===== src/rtl/spi_cst_pkg.sv =====
package spi_cst_pkg;
  localparam int FW = 8;

  typedef enum logic [2:0] {
    ST_IDLE  = 3'd0,
    ST_SETUP = 3'd1,
    ST_RUN   = 3'd2,
    ST_GAP   = 3'd3,
    ST_HOLD  = 3'd4,
    ST_DELAY = 3'd5
  } cst_state_t;

  typedef struct packed {
    logic [FW-1:0] rate;
    logic [FW-1:0] setup;
    logic [FW-1:0] hold;
    logic [FW-1:0] delay;
  } port_param_t;
endpackage


===== src/rtl/spi_cst_regs.sv =====
module spi_cst_regs
  import spi_cst_pkg::*;
#(
  parameter int NPORTS = 5,
  parameter int SELW   = 3
) (
  input  logic                     clk,
  input  logic                     rst_n,
  input  logic                     cfg_we,
  input  logic [SELW-1:0]          cfg_port,
  input  port_param_t              cfg_wdata,
  input  logic                     st_we,
  input  logic [31:0]              st_wdata,
  output port_param_t [NPORTS-1:0] prm,
  output logic [SELW-1:0]          sel,
  output logic [NPORTS-1:0]        ck_idle,
  output logic [NPORTS-1:0]        ck_phase,
  output logic [NPORTS-1:0]        cs_idle,
  output logic [NPORTS-1:0]        d_idle
);
  localparam int STW = 4 * NPORTS + SELW;
  localparam logic [STW-1:0] ST_RST =
    {{(SELW + 2 * NPORTS){1'b0}}, {NPORTS{1'b1}}, {NPORTS{1'b0}}};

  logic [STW-1:0] st_q, st_d;

  // per-port parameter words, each with its own write enable
  for (genvar p = 0; p < NPORTS; p++) begin : g_port
    logic        wr_en;
    port_param_t prm_q;
    assign wr_en = cfg_we && (cfg_port == SELW'(p));
    always_ff @(posedge clk or negedge rst_n) begin
      if (!rst_n)     prm_q <= '0;
      else if (wr_en) prm_q <= cfg_wdata;
    end
    assign prm[p] = prm_q;

    // groups are stored reversed: port 0 at the top bit of each group
    assign d_idle[p]   = st_q[NPORTS - 1 - p];
    assign cs_idle[p]  = st_q[2 * NPORTS - 1 - p];
    assign ck_phase[p] = st_q[3 * NPORTS - 1 - p];
    assign ck_idle[p]  = st_q[4 * NPORTS - 1 - p];
  end

  always_comb begin
    st_d = st_q;
    if (st_we) st_d = st_wdata[STW-1:0];
  end

  always_ff @(posedge clk or negedge rst_n) begin
    if (!rst_n) st_q <= ST_RST;
    else        st_q <= st_d;
  end

  assign sel = st_q[4 * NPORTS +: SELW];
endmodule


===== src/rtl/spi_cst_seq.sv =====
module spi_cst_seq
  import spi_cst_pkg::*;
#(
  parameter int NPORTS = 5,
  parameter int SELW   = 3
) (
  input  logic            clk,
  input  logic            rst_n,
  input  logic            req,
  input  logic [SELW-1:0] sel,
  input  logic [FW-1:0]   setup,
  input  logic [FW-1:0]   hold,
  input  logic [FW-1:0]   delay,
  input  logic            byte_done,
  input  logic            last_done,
  input  logic            gap_en,
  output logic            busy,
  output logic            clk_go,
  output logic [SELW-1:0] act_port
);
  localparam int AGEW = 16;

  cst_state_t      st_q, st_d;
  logic [FW-1:0]   cnt_q, cnt_d;
  logic [SELW-1:0] act_q;
  logic            act_ld;
  logic            start_ok;
  cst_state_t      start_st, rel_st;
  logic [FW-1:0]   start_cnt, rel_cnt, hold_cnt;

  assign start_ok = req && (int'(sel) < NPORTS);

  always_comb begin
    start_st  = (setup == '0) ? ST_RUN : ST_SETUP;
    start_cnt = (setup == '0) ? '0 : setup - FW'(1);
    rel_st    = (delay == '0) ? ST_IDLE : ST_DELAY;
    rel_cnt   = (delay == '0) ? '0 : delay - FW'(1);
    hold_cnt  = (hold == '0) ? '0 : hold - FW'(1);
  end

  always_comb begin
    st_d   = st_q;
    cnt_d  = cnt_q;
    act_ld = 1'b0;
    unique case (st_q)
      ST_IDLE: begin
        if (start_ok) begin
          st_d = start_st; cnt_d = start_cnt; act_ld = 1'b1;
        end
      end
      ST_SETUP, ST_GAP: begin
        if (cnt_q == '0) st_d = ST_RUN;
        else             cnt_d = cnt_q - FW'(1);
      end
      ST_RUN: begin
        if (last_done) begin
          if (hold == '0) begin st_d = rel_st;  cnt_d = rel_cnt;  end
          else            begin st_d = ST_HOLD; cnt_d = hold_cnt; end
        end else if (byte_done && gap_en && (hold != '0)) begin
          st_d = ST_GAP; cnt_d = hold_cnt;
        end
      end
      ST_HOLD: begin
        if (cnt_q == '0) begin st_d = rel_st; cnt_d = rel_cnt; end
        else             cnt_d = cnt_q - FW'(1);
      end
      ST_DELAY: begin
        if (cnt_q != '0) cnt_d = cnt_q - FW'(1);
        else if (start_ok) begin
          st_d = start_st; cnt_d = start_cnt; act_ld = 1'b1;
        end else st_d = ST_IDLE;
      end
      default: st_d = ST_IDLE;
    endcase
  end

  always_ff @(posedge clk or negedge rst_n) begin
    if (!rst_n) begin
      st_q  <= ST_IDLE;
      cnt_q <= '0;
    end else begin
      st_q  <= st_d;
      cnt_q <= cnt_d;
    end
  end

  always_ff @(posedge clk or negedge rst_n) begin
    if (!rst_n)      act_q <= '0;
    else if (act_ld) act_q <= sel;
  end

  assign busy     = (st_q == ST_SETUP) || (st_q == ST_RUN) ||
                    (st_q == ST_GAP)   || (st_q == ST_HOLD);
  assign clk_go   = (st_q == ST_RUN);
  assign act_port = act_q;

  // checker counters: cycles asserted, cycles released, last delay seen
  logic [AGEW-1:0] on_age_q, off_age_q;
  logic            went_q;
  logic [FW-1:0]   dly_q;

  always_ff @(posedge clk or negedge rst_n) begin
    if (!rst_n) begin
      on_age_q  <= '0;
      off_age_q <= '1;
      went_q    <= 1'b0;
      dly_q     <= '0;
    end else if (busy) begin
      if (on_age_q != '1) on_age_q <= on_age_q + AGEW'(1);
      off_age_q <= '0;
      dly_q     <= delay;
      if (clk_go) went_q <= 1'b1;
    end else begin
      on_age_q <= '0;
      went_q   <= 1'b0;
      if (off_age_q != '1) off_age_q <= off_age_q + AGEW'(1);
    end
  end

  // first clocking cycle arrives exactly setup cycles after select
  assert_setup_len_R4 : assert property (@(posedge clk) disable iff (!rst_n)
    (clk_go && !went_q) |-> (on_age_q == AGEW'(setup)));

  // a new assertion respects the previous minimum inactive time
  assert_inactive_min_R6 : assert property (@(posedge clk) disable iff (!rst_n)
    $rose(busy) |-> (off_age_q >= AGEW'(dly_q)));

  // latched port cannot change while a select is held
  assert_port_latched_R8 : assert property (@(posedge clk) disable iff (!rst_n)
    (busy && $past(busy)) |-> $stable(act_q));
endmodule


===== src/rtl/spi_cst_pins.sv =====
module spi_cst_pins #(
  parameter int NPORTS = 5,
  parameter int SELW   = 3
) (
  input  logic              busy,
  input  logic [SELW-1:0]   act_port,
  input  logic [SELW-1:0]   cur_port,
  input  logic [NPORTS-1:0] cs_idle,
  input  logic [NPORTS-1:0] ck_idle,
  input  logic [NPORTS-1:0] ck_phase,
  input  logic [NPORTS-1:0] d_idle,
  output logic [NPORTS-1:0] cs_o,
  output logic              sclk_idle,
  output logic              sclk_phase,
  output logic              data_idle
);
  for (genvar p = 0; p < NPORTS; p++) begin : g_cs
    logic drive;
    assign drive   = busy && (act_port == SELW'(p));
    assign cs_o[p] = drive ? ~cs_idle[p] : cs_idle[p];
  end

  always_comb begin
    sclk_idle  = 1'b0;
    sclk_phase = 1'b0;
    data_idle  = 1'b0;
    for (int p = 0; p < NPORTS; p++) begin
      if (cur_port == SELW'(p)) begin
        sclk_idle  = ck_idle[p];
        sclk_phase = ck_phase[p];
        data_idle  = d_idle[p];
      end
    end
  end
endmodule


===== src/rtl/spi_cs_timer.sv =====
module spi_cs_timer
  import spi_cst_pkg::*;
#(
  parameter int NPORTS = 5,
  parameter int SELW   = 3
) (
  input  logic              clk,
  input  logic              rst_n,
  input  logic              cfg_we,
  input  logic [SELW-1:0]   cfg_port,
  input  logic [31:0]       cfg_wdata,
  input  logic              st_we,
  input  logic [31:0]       st_wdata,
  input  logic              txn_req,
  input  logic              byte_done,
  input  logic              last_done,
  input  logic              gap_en,
  output logic [NPORTS-1:0] cs_o,
  output logic              clk_go,
  output logic              sclk_idle,
  output logic              sclk_phase,
  output logic              data_idle,
  output logic [7:0]        rate_sel,
  output logic              rate_ok
);
  port_param_t [NPORTS-1:0] prm;
  port_param_t              cur_prm;
  logic [SELW-1:0]          sel, act_port, cur_port;
  logic [NPORTS-1:0]        ck_idle, ck_phase, cs_idle, d_idle;
  logic                     busy;

  spi_cst_regs #(.NPORTS(NPORTS), .SELW(SELW)) regs_i (
    .clk(clk), .rst_n(rst_n),
    .cfg_we(cfg_we), .cfg_port(cfg_port), .cfg_wdata(port_param_t'(cfg_wdata)),
    .st_we(st_we), .st_wdata(st_wdata),
    .prm(prm), .sel(sel),
    .ck_idle(ck_idle), .ck_phase(ck_phase), .cs_idle(cs_idle), .d_idle(d_idle)
  );

  // the latched port governs while a select is held, the selector otherwise
  assign cur_port = busy ? act_port : sel;

  always_comb begin
    cur_prm = '0;
    for (int p = 0; p < NPORTS; p++)
      if (cur_port == SELW'(p)) cur_prm = prm[p];
  end

  spi_cst_seq #(.NPORTS(NPORTS), .SELW(SELW)) seq_i (
    .clk(clk), .rst_n(rst_n), .req(txn_req), .sel(sel),
    .setup(cur_prm.setup), .hold(cur_prm.hold), .delay(cur_prm.delay),
    .byte_done(byte_done), .last_done(last_done), .gap_en(gap_en),
    .busy(busy), .clk_go(clk_go), .act_port(act_port)
  );

  spi_cst_pins #(.NPORTS(NPORTS), .SELW(SELW)) pins_i (
    .busy(busy), .act_port(act_port), .cur_port(cur_port),
    .cs_idle(cs_idle), .ck_idle(ck_idle), .ck_phase(ck_phase), .d_idle(d_idle),
    .cs_o(cs_o), .sclk_idle(sclk_idle), .sclk_phase(sclk_phase), .data_idle(data_idle)
  );

  assign rate_sel = cur_prm.rate;
  assign rate_ok  = (cur_prm.rate != '0) &&
                    ((cur_prm.rate & (cur_prm.rate - FW'(1))) == '0);

  // at most one line away from its idle level
  assert_one_select_R2 : assert property (@(posedge clk) disable iff (!rst_n)
    $onehot0(cs_o ^ cs_idle));

  // clocking only while some select is active
  assert_go_needs_cs_R4 : assert property (@(posedge clk) disable iff (!rst_n)
    clk_go |-> ((cs_o ^ cs_idle) != '0));
endmodule


===== config.mk =====
export PLATFORM = sky130hd
export DESIGN_NAME = spi_cs_timer
export DESIGN_NICKNAME = d
export VERILOG_FILES = /design/src/rtl/spi_cst_pkg.sv /design/src/rtl/spi_cst_regs.sv /design/src/rtl/spi_cst_seq.sv /design/src/rtl/spi_cst_pins.sv /design/src/rtl/spi_cs_timer.sv
export SDC_FILE = /design/constraint.sdc
export NUM_CORES = 1
export LEC_CHECK = 0
export ABC_AREA = 1
export BUFFER_PORTS_ARGS = -buffer_cell sky130_fd_sc_hd__buf_4
export CAP_MARGIN = 5
export CELL_PAD_IN_SITES_DETAIL_PLACEMENT = 1
export CELL_PAD_IN_SITES_GLOBAL_PLACEMENT = 1
export CORE_UTILIZATION = 39
export DETAILED_ROUTE_END_ITERATION = 6
export GPL_ROUTABILITY_DRIVEN = 1
export GPL_TIMING_DRIVEN = 0
export PLACE_DENSITY_LB_ADDON = 0.1
export SLEW_MARGIN = 10
export SYNTH_ARGS = -nofsm -noshare
export SYNTH_HDL_FRONTEND = slang
export SYNTH_SLANG_ARGS = --single-unit

===== constraint.sdc =====
create_clock -name clk -period 7.15 [get_ports clk]
set_input_delay 0.715 -clock clk [delete_from_list [all_inputs] [get_ports clk]]
set_output_delay 0.715 -clock clk [all_outputs]
set_load 0.05 [all_outputs]

==> summary.json <==
{
  "run_status": {
    "status": "finished with violations",
    "violated_checks": "design-rule violations"
  },
  "power_and_ir_drop": {
    "swShare_pct": 53.5,
    "cellLeakagePower_nw": 6.17,
    "power_report.internal_total_mw": 3.14,
    "power_frac_seq_pct": 22.1,
    "power.total_mw": 6.76,
    "vdd.ir_drop.worst_uv": 860,
    "cellPowerDensity_nw_per_um2": 557,
    "clock_power_share_pct": 15.0,
    "power.share.combinational_pct": 62.9,
    "net-switching-power_mw": 3.62
  },
  "sta": {
    "timing.clock.skew_ps": 11.1,
    "maxSlewViolCount": 0,
    "slew_headroom_pct": 22.1,
    "tightestPinTransition_ps": 1160,
    "rsz_0062_raised_after_global_routing": "false",
    "finalCriticalPeriod_ps": 4320,
    "fin_setup_tns_ps": 0,
    "final.period_utilization_pct": 60.4,
    "total_of_endpoints_with_negative_setup_slack_in_the_final_report": 0,
    "fmax_ghz": 0.231,
    "report.final.hold_viol_count": 0
  },
  "detailed_routing": {
    "dr.first_iter.drc_count": 532,
    "detail_route.wl_per_cell_um": 19.4,
    "drtPass1Iterations": 7,
    "drt-total-wl_um": 35100,
    "via_count": 9400,
    "drtAntennaViolNets": 0,
    "route.detailed.vias_per_inst": 5.20,
    "drc": 6
  },
  "setup_path": {
    "worst_ep_arrival_time_ps": 3610,
    "r2r_path_end": "seq_i.cnt_q[6]",
    "ff2ff_setup_slack_ps": 3330,
    "critPathRequiredTime_ps": 6430,
    "worst_r2r_startpoint": "seq_i.st_q[0]",
    "critical_path.max_fanout": 10,
    "endpoint_kind": "primary output",
    "setup.worst_path.start_class": "flop",
    "path_class": "reg2out",
    "worst_reg2reg_path_depth": 21
  },
  "finish": {
    "postLayoutCoreUtil_pct": 46.3,
    "antenna-diode-count": 0,
    "post_route_cell_area_um2": 12100,
    "final_net_count": 1541,
    "n_fill_cell": 3260,
    "drive_above_1_share_pct": 14.7,
    "area_growth_pct": 16.1
  },
  "die": {
    "floorplan.die.height_um": 166,
    "area_inside_the_core_boundary_um2": 26200,
    "start_util_pct": 39.9,
    "die_area_um2": 27500,
    "io_pins": 93,
    "number_of_placement_rows": 59,
    "die-width_um": 166
  },
  "cts": {
    "cts_max_path_buffers": 2,
    "cts-hold-fix-buffers": 0,
    "htree_levels": 4,
    "cts.root.buffer_cell": "sky130_fd_sc_hd__clkbuf_16",
    "clock_sinks": 197,
    "postCtsSetupBuffers": 0,
    "tritoncts": "done",
    "worstSkewPairLatency_ps": 440,
    "clk_transition_reported_paths_ps": 90,
    "cts-resized-gates": 0,
    "tritoncts.num_buffers": 17
  },
  "synthesis": {
    "synth.lib_cells_used.distinct": 47,
    "synth_simple_gate_area_share_pct": 29.4,
    "synth_area_per_cell_um2": 7.71,
    "netlist_area_um2": 10500,
    "synth_async_sr_flop_share_pct": 100,
    "compound_gate_fraction_of_synth_area_pct": 12.3,
    "post-synth-top-area-cell": "sky130_fd_sc_hd__dfrtp_1",
    "cell_count_after_synthesis": 1356,
    "synth-edff-count": 0,
    "yosysTopAreaCellShare_pct": 45.9,
    "sequential_to_total_area_share_from_yosys_stat_pct": 47.2,
    "yosys_warnings": 0,
    "postSynthNetCount": 1438,
    "adder_cell_fraction_of_synth_area_pct": 0.838,
    "synth_top_cells_by_area": "sky130_fd_sc_hd__dfrtp_1, sky130_fd_sc_hd__nand2_1, sky130_fd_sc_hd__o21ai_0",
    "synthMuxAreaShare_pct": 0.538,
    "post_synth_xor_area_fraction_pct": 1.26,
    "synth_top_family_by_area": "simple AND/OR/NAND/NOR gates",
    "register_bit_total_from_synthesis": 197,
    "ys.flop_type": "sky130_fd_sc_hd__dfrtp_1"
  },
  "grt": {
    "grt_usage_pct": 26.6,
    "grt_antenna_before_repair": 0,
    "grt_max_degree": 106,
    "number_of_global_route_vias_before_repair": 9903,
    "grt_pass1_wl_um": 56300,
    "congestion_overflow_gr": 0
  },
  "placement": {
    "dpl.hpwl_um": 24800,
    "io_buffer_count": 83,
    "place_area_um2": 11500,
    "final_estimated_routing_congestion_in_global_placement": 0.858
  },
  "flow_run": {
    "drv_cap": 0
  },
  "min_path": {
    "timing.hold.worst.class": "in2async"
  }
}
[layer usage]
layer | part of all wire [%] | GRT usage, % | vias up
li1 | - | - | 4545
met1 | 47 | 36.4 | 4609
met2 | 47 | 44.0 | 193
met3 | 3.4 | 2.79 | 53
met4 | 2.5 | 9.51 | 0
met5 | 0 | 0 | -
[cell usage after synthesis, types with 3 or more instances]
master	number
sky130_fd_sc_hd__xnor2_1	4
sky130_fd_sc_hd__nor3_1	4
sky130_fd_sc_hd__nand2_2	17
sky130_fd_sc_hd__buf_4	3
sky130_fd_sc_hd__buf_2	7
sky130_fd_sc_hd__xor2_1	11
sky130_fd_sc_hd__dfrtp_1	192
sky130_fd_sc_hd__nand2_4	5
sky130_fd_sc_hd__dfstp_2	5
sky130_fd_sc_hd__o221ai_1	3
sky130_fd_sc_hd__clkbuf_1	35
sky130_fd_sc_hd__or2_2	12
sky130_fd_sc_hd__o21ai_1	5
sky130_fd_sc_hd__o21ai_0	188
sky130_fd_sc_hd__mux2_2	5
sky130_fd_sc_hd__inv_1	142
sky130_fd_sc_hd__o211ai_1	3
sky130_fd_sc_hd__nor2_1	139
sky130_fd_sc_hd__nand4_1	46
sky130_fd_sc_hd__a21oi_1	23
sky130_fd_sc_hd__nand3_2	5
sky130_fd_sc_hd__nand2_1	385
sky130_fd_sc_hd__nand3_1	43
sky130_fd_sc_hd__o22ai_1	3
sky130_fd_sc_hd__a22oi_1	5
sky130_fd_sc_hd__buf_6	11
sky130_fd_sc_hd__inv_2	5
sky130_fd_sc_hd__nor2_2	11
sky130_fd_sc_hd__ha_1	7
sky130_fd_sc_hd__or2_0	4
sky130_fd_sc_hd__nand3_4	5
[worst max-delay path, cell delays in order, from the launching register on]
cell                      delay (ps)
sky130_fd_sc_hd__dfrtp_1         450
sky130_fd_sc_hd__o21ai_4         300
sky130_fd_sc_hd__nand2_8         120
sky130_fd_sc_hd__o21ai_4         430
sky130_fd_sc_hd__nand3_4         180
sky130_fd_sc_hd__buf_6           220
sky130_fd_sc_hd__inv_2           140
sky130_fd_sc_hd__buf_2           330
sky130_fd_sc_hd__nand2_1          90
sky130_fd_sc_hd__nand4_1         270
sky130_fd_sc_hd__nor2_1           70
sky130_fd_sc_hd__inv_1            70
sky130_fd_sc_hd__o21ai_0          90
sky130_fd_sc_hd__a21oi_1         140
sky130_fd_sc_hd__nor2_1           60
sky130_fd_sc_hd__buf_4           180
[stage by stage]
step / std cells / hold slack (ps) / worst slack (ps)
after floorplan: 1356 / 419 / 3010
after global placement: 1774 / 460 / 3330
after detailed placement: 1775 / 467 / 3320
after CTS: 1807 / 310 / 2820
after global routing: 1807 / 314 / 2550
final: 1807 / 258 / 2830
[logic make-up (layout without fill, tap and decap cells)]
logic type	count (synthesis)	after routing
muxes	5	5
xor gates and xnor gates	15	15
buffers and inverters	205	321
and+or+nand+nor	687	687
adders and majority gates	7	7
DFF	197	197
AOI/OAI and AO/OA	240	240
[how the worst max path moves through the flow]
stage / startpoint / to
after global routing: seq_i.st_q[0] / rate_ok
after CTS: seq_i.st_q[0] / rate_ok
after global placement: seq_i.st_q[0] / rate_ok
after detailed placement: seq_i.st_q[0] / rate_ok
final: seq_i.st_q[0] / rate_ok
after floorplan: seq_i.st_q[0] / rate_ok
[layout by cell type (no fill, tap or decap), types with 4 or more instances in the layout]
master,Yosys,final
sky130_fd_sc_hd__inv_2,5,5
sky130_fd_sc_hd__or2_0,4,4
sky130_fd_sc_hd__inv_6,0,4
sky130_fd_sc_hd__or2_2,12,12
sky130_fd_sc_hd__clkbuf_16,0,17
sky130_fd_sc_hd__xor2_1,11,11
sky130_fd_sc_hd__buf_4,3,85
sky130_fd_sc_hd__clkbuf_1,35,36
sky130_fd_sc_hd__ha_1,7,7
sky130_fd_sc_hd__dfrtp_1,192,192
sky130_fd_sc_hd__nand2_4,5,5
sky130_fd_sc_hd__nand4_1,46,46
sky130_fd_sc_hd__xnor2_1,4,4
sky130_fd_sc_hd__clkinv_8,0,4
sky130_fd_sc_hd__o21ai_0,188,188
sky130_fd_sc_hd__a21oi_1,23,23
sky130_fd_sc_hd__nand2_2,17,17
sky130_fd_sc_hd__buf_6,11,11
sky130_fd_sc_hd__nand3_1,43,43
sky130_fd_sc_hd__a22oi_1,5,5
sky130_fd_sc_hd__nor3_1,4,4
sky130_fd_sc_hd__nand3_4,5,5
sky130_fd_sc_hd__nand3_2,5,5
sky130_fd_sc_hd__inv_1,142,142
sky130_fd_sc_hd__nor2_1,139,139
sky130_fd_sc_hd__o21ai_1,5,5
sky130_fd_sc_hd__dfstp_2,5,5
sky130_fd_sc_hd__mux2_2,5,5
sky130_fd_sc_hd__nand2_1,385,385
sky130_fd_sc_hd__nor2_2,11,11
sky130_fd_sc_hd__buf_2,7,7
[area by class of cell]
cell class | instances | area [um^2] | area share [%]
Sequential cell | 197 | 4940 | 40.6
Buffer | 57 | 328 | 2.70
Multi-Input combinational cell | 954 | 4640 | 38.2
Timing Repair Buffer | 84 | 658 | 5.42
Tap cell | 335 | 419 | 3.45
Clock buffer | 18 | 429 | 3.53
Clock inverter | 14 | 181 | 1.49
Inverter | 148 | 556 | 4.57
[registers in the layout, indices dropped and copies added (netlist names)]
name,flops
regs_i.prm,160
regs_i.st_q,23
seq_i.act_port,3
seq_i.cnt_q,8
seq_i.st_q,3
[power by group through the flow]
stage / Clock, mW / Sequential [mW] / Combinational, mW
after floorplan: 0 / 1.47 / 3.00
after global placement: 0 / 1.51 / 4.15
after detailed placement: 0 / 1.51 / 4.23
after CTS: 1.03 / 1.49 / 4.26
after global routing: 1.07 / 1.53 / 4.70
final: 1.02 / 1.49 / 4.25
(Power assumes the default switching activity.)
